[src/rtl/irq_stat_pkg.sv]
package irq_stat_pkg;

    typedef enum logic [1:0] {
        TAP_NONE = 2'b00,
        TAP_ONE  = 2'b01,
        TAP_TWO  = 2'b10
    } tap_e;

    typedef struct packed {
        logic ff;
        logic bfull;
        logic wmark;
        logic drdy;
        tap_e tap;
        logic wake;
        logic tilt;
    } stat_t;

    // indices of the simple sticky flags
    localparam int unsigned N_STICKY = 5;
    localparam int unsigned SX_FF    = 0;
    localparam int unsigned SX_BF    = 1;
    localparam int unsigned SX_DR    = 2;
    localparam int unsigned SX_WK    = 3;
    localparam int unsigned SX_TL    = 4;

    function automatic tap_e tap_next(tap_e cur, logic one, logic two, logic clr);
        if (two)      return TAP_TWO;
        else if (one) return TAP_ONE;
        else if (clr) return TAP_NONE;
        return cur;
    endfunction

endpackage

[src/rtl/sticky_flag.sv]
module sticky_flag (
    input  logic clk,
    input  logic rst,
    input  logic set_i,
    input  logic clr_i,
    output logic q_o
);
    always_ff @(posedge clk) begin
        if (rst)        q_o <= 1'b0;
        else if (set_i) q_o <= 1'b1;
        else if (clr_i) q_o <= 1'b0;
    end
endmodule

[src/rtl/tap_field.sv]
module tap_field
    import irq_stat_pkg::*;
(
    input  logic clk,
    input  logic rst,
    input  logic one_i,
    input  logic two_i,
    input  logic clr_i,
    output tap_e tap_o
);
    always_ff @(posedge clk) begin
        if (rst) tap_o <= TAP_NONE;
        else     tap_o <= tap_next(tap_o, one_i, two_i, clr_i);
    end
endmodule

[src/rtl/wm_tracker.sv]
module wm_tracker #(
    parameter int unsigned LVL_W = 10
) (
    input  logic             clk,
    input  logic             rst,
    input  logic [LVL_W-1:0] fill_i,
    input  logic [LVL_W-1:0] thresh_i,
    input  logic             rd_buf_i,
    output logic             q_o
);
    logic at_or_above;
    assign at_or_above = (fill_i >= thresh_i);

    always_ff @(posedge clk) begin
        if (rst)                      q_o <= 1'b0;
        else if (at_or_above)         q_o <= 1'b1;
        else if (rd_buf_i)            q_o <= 1'b0;
    end
endmodule

[src/rtl/intr_status_latch.sv]
module intr_status_latch
    import irq_stat_pkg::*;
#(
    parameter int unsigned LVL_W = 10
) (
    input  logic             clk,
    input  logic             rst,
    input  logic             ev_freefall,
    input  logic             ev_buf_full,
    input  logic             ev_drdy,
    input  logic             drdy_en,
    input  logic             ev_tap_single,
    input  logic             ev_tap_double,
    input  logic             ev_wake,
    input  logic             ev_tilt,
    input  logic [LVL_W-1:0] buf_fill,
    input  logic [LVL_W-1:0] wm_thresh,
    input  logic             rd_status,
    input  logic             rd_data,
    input  logic             rd_release,
    input  logic             rd_buf,
    output logic [7:0]       status,
    output logic             irq_any
);
    logic [N_STICKY-1:0] set_v, clr_v, q_v;
    logic                wm_q;
    tap_e                tap_q;
    stat_t               st;
    logic                unused_rd;

    assign unused_rd = rd_status; // reading status has no side effect

    always_comb begin
        set_v        = '0;
        clr_v        = '0;
        set_v[SX_FF] = ev_freefall;
        clr_v[SX_FF] = rd_release;
        set_v[SX_BF] = ev_buf_full;
        clr_v[SX_BF] = rd_buf;
        set_v[SX_DR] = ev_drdy & drdy_en;
        clr_v[SX_DR] = rd_data | rd_release;
        set_v[SX_WK] = ev_wake;
        clr_v[SX_WK] = rd_release;
        set_v[SX_TL] = ev_tilt;
        clr_v[SX_TL] = rd_release;
    end

    for (genvar i = 0; i < N_STICKY; i++) begin : g_flag
        sticky_flag u_flag (
            .clk   (clk),
            .rst   (rst),
            .set_i (set_v[i]),
            .clr_i (clr_v[i]),
            .q_o   (q_v[i])
        );
    end

    tap_field u_tap (
        .clk   (clk),
        .rst   (rst),
        .one_i (ev_tap_single),
        .two_i (ev_tap_double),
        .clr_i (rd_release),
        .tap_o (tap_q)
    );

    wm_tracker #(.LVL_W(LVL_W)) u_wm (
        .clk      (clk),
        .rst      (rst),
        .fill_i   (buf_fill),
        .thresh_i (wm_thresh),
        .rd_buf_i (rd_buf),
        .q_o      (wm_q)
    );

    always_comb begin
        st.ff    = q_v[SX_FF];
        st.bfull = q_v[SX_BF];
        st.wmark = wm_q;
        st.drdy  = q_v[SX_DR];
        st.tap   = tap_q;
        st.wake  = q_v[SX_WK];
        st.tilt  = q_v[SX_TL];
    end

    assign status  = st;
    assign irq_any = |st;

endmodule

[config.mk]
export PLATFORM = sky130hd
export DESIGN_NAME = intr_status_latch
export DESIGN_NICKNAME = d
export VERILOG_FILES = /design/src/rtl/irq_stat_pkg.sv /design/src/rtl/sticky_flag.sv /design/src/rtl/tap_field.sv /design/src/rtl/wm_tracker.sv /design/src/rtl/intr_status_latch.sv
export SDC_FILE = /design/constraint.sdc
export NUM_CORES = 1
export LEC_CHECK = 0
export CORE_MARGIN = 2
export CORE_UTILIZATION = 37
export CTS_BUF_LIST = sky130_fd_sc_hd__clkbuf_4
export DETAILED_ROUTE_END_ITERATION = 6
export PLACE_DENSITY = 0.88
export SKIP_LAST_GASP = 1
export SYNTH_ARGS = -nofsm -noshare
export SYNTH_HDL_FRONTEND = slang
export SYNTH_HIERARCHICAL = 1
export SYNTH_SLANG_ARGS = --single-unit
[constraint.sdc]
create_clock -name clk -period 2 [get_ports clk]
set_input_delay 0.4 -clock clk [delete_from_list [all_inputs] [get_ports clk]]
set_output_delay 0.4 -clock clk [all_outputs]
set_load 0.05 [all_outputs]
==> reports/metrics.cfg <==
[status]
outcome=completed

[global_routing]
grt_max_degree=7
overflow=0
antenna_found_initial=0
grt_pass1_wl_um=2240
track_usage_pct=16.2
grt_pass1_vias=614

[sta]
max_freq_ghz=0.547
tightest_slew_ps=500
period_share_pct=91.3
slew_viol_final=0
fin_setup_tns_ps=0
period_minus_slack_ps=1830
clock_skew_ps=0
finalSetupViolCount=0
rsz0062_at_grt=no
hold_viol=0
slew_headroom_pct=66.6

[clocking]
tritoncts=built
cts.clk_slew.worst_paths_ps=50
cts.sinks=8
clockRootBuffer=clkbuf_4
cts-buffers-inserted=3
cts_buffer_depth=2
ctsHoldBuffers=0
cts-htree-levels=1
clk_latency_ps=250
postCtsSetupBuffers=0

[critical_path]
cp.arrival_ps=1430
critPathSlowestCell=clkdlybuf4s50_1
cp-start-kind=register
path_cells=clkdlybuf4s50_1
critical_path_class=reg -> out
cpPeakStageDelay_ps=820
cp_max_fo=3
crit_buf_inv=1
cp.required_ps=1600
cpLargestDelayFamily=buffers and inverters
end_kind=primary output

[synth]
ys_top_cells_by_count=inv_1 (17), ha_1 (10), dfxtp_1 (8)
synth_warnings=6
ys_seq_area_share_pct=27.7
netlist_area_um2=578
synth_top_flop_cell=dfxtp_1
synth_nets=114
yosysTopAreaCell=dfxtp_1
avgSynthCellArea_um2=8.26
synth_edf_count=0
postSynth.asyncResetShare_pct=0
synth_cells=70
synthTopCellsByArea=dfxtp_1 (28%), ha_1 (22%), inv_1 (11%)
synth.distinct_cells=22
synth_most_common_cell=inv_1
yosys.area.top_type_share_pct=27.7
ys_ff_latch=8

[flow_run]
maxCapViolations=0

[routing]
drc_errors=0
final_antenna_net_count=0
via_per_inst=4.84
drt_first_pass_iters=4
routed_wl_um=1380
wl_per_cell_um=10.6
vias=629
drt-initial-drc-count=3

[die]
die_h_um=43.5
rows=14
coreArea_mm2=0.00149
initial_utilization_pct=38.8
fp.dieW_um=43.5
pin_count=43
die_area_mm2=0.00189

[cells_and_area]
fillers=138
fin_area_mm2=0.00103
multi_input_area_um2=347
syn_to_final_growth_pct=78.1
layout-drive-gt1-share_pct=8.77
ff_latch_area_um2=160
fin_nets=160
antenna_cells=0

[place]
dp_hpwl_um=1210
dpl_cell_area_mm2=0.00101
port_buffers=41
place_congestion=0.699

[power]
ir_drop_mv=0.223
p_leak_nw=0.472
power_density_mw_per_mm2=483

[worst_hold_path]
hold_class=reg -> reg

## layout by cell type, fill, tap and decap left out, types with 2 or more instances in the layout
master,Yosys,routed
o21a_1,2,2
clkdlybuf4s50_1,0,40
nor2_1,2,2
a21oi_2,5,5
inv_1,17,17
ha_1,10,10
a21oi_1,4,4
nor4_1,2,2
nand2b_1,6,6
dfxtp_1,8,8
clkbuf_4,0,3
nand4_1,2,2
## final cells by class
cell class | instances | share of cell area [%]
Clock buffer | 3 | 2.19
Multi-Input combinational cell | 44 | 33.7
Tap cell | 16 | 1.94
Inverter | 17 | 6.20
Sequential cell | 8 | 15.6
Timing Repair Buffer | 42 | 40.5
## cell families (layout without fill, tap and decap cells)
kind of cell	Yosys count	count (layout)	share of synthesized area, %
AOI/OAI and AO/OA	17	17	20.8
buffers and inverters	18	62	12.3
adders and majority gates	10	10	21.6
DFF	8	8	27.7
and+or+nand+nor	17	17	17.5
## repair_timing
| item | in CTS | in global routing |
|---|---|---|
| resized for setup | 1 | 0 |
| setup endpoints to repair | 1 | 0 |
| endpoints found under the hold margin | 0 | 0 |
## per-layer routing
layer	vias up	track usage, %	routed length [um]
met5	-	0	0
met2	31	31.0	708
met4	0	9.09	21
met3	2	5.83	152
li1	320	-	-
met1	276	14.3	497
## worst reg2reg max path: cells and delay by family, from the launching register on
kind	cells	cell delay, ps
compound gates	1	130
flops	1	340
simple gates	1	350
## sequential cells by signal (all words and copies together) (netlist names)
name               count
g_flag.u_flag/q_o      5
u_tap/tap_o            2
u_wm/q_o               1
## where the power goes
| part | switching, mW | leakage [nW] | internal, mW |
|---|---|---|---|
| logic | 0.0915 | 0.391 | 0.107 |
| clock network | 0.0523 | 0.0138 | 0.0685 |
| registers | 0.00784 | 0.0666 | 0.170 |
## worst paths after layout
check	from	to	slack, ps	cells after the start
max	u_wm/q_o	status[5]	170	1
min	g_flag[3].u_flag/q_o	g_flag[3].u_flag/q_o	500	2
max reg2reg	u_tap/tap_o[1]	u_tap/tap_o[1]	1110	2
min reg2reg	g_flag[3].u_flag/q_o	g_flag[3].u_flag/q_o	500	2
## stage by stage
stage                     util, %  instances  total power, mW  hold WS, ps  setup slack (ps)
after global placement       67.7        127            0.376          485               105
after floorplan                 -         70            0.280          462               481
final                        69.2        130            0.497          501               173
after global routing         69.2        130            0.527          522              87.0
after detailed placement     67.7        127            0.382          493              93.0
after CTS                    69.2        130            0.504          502               163
Note: power is estimated with default switching activity, not from simulation.
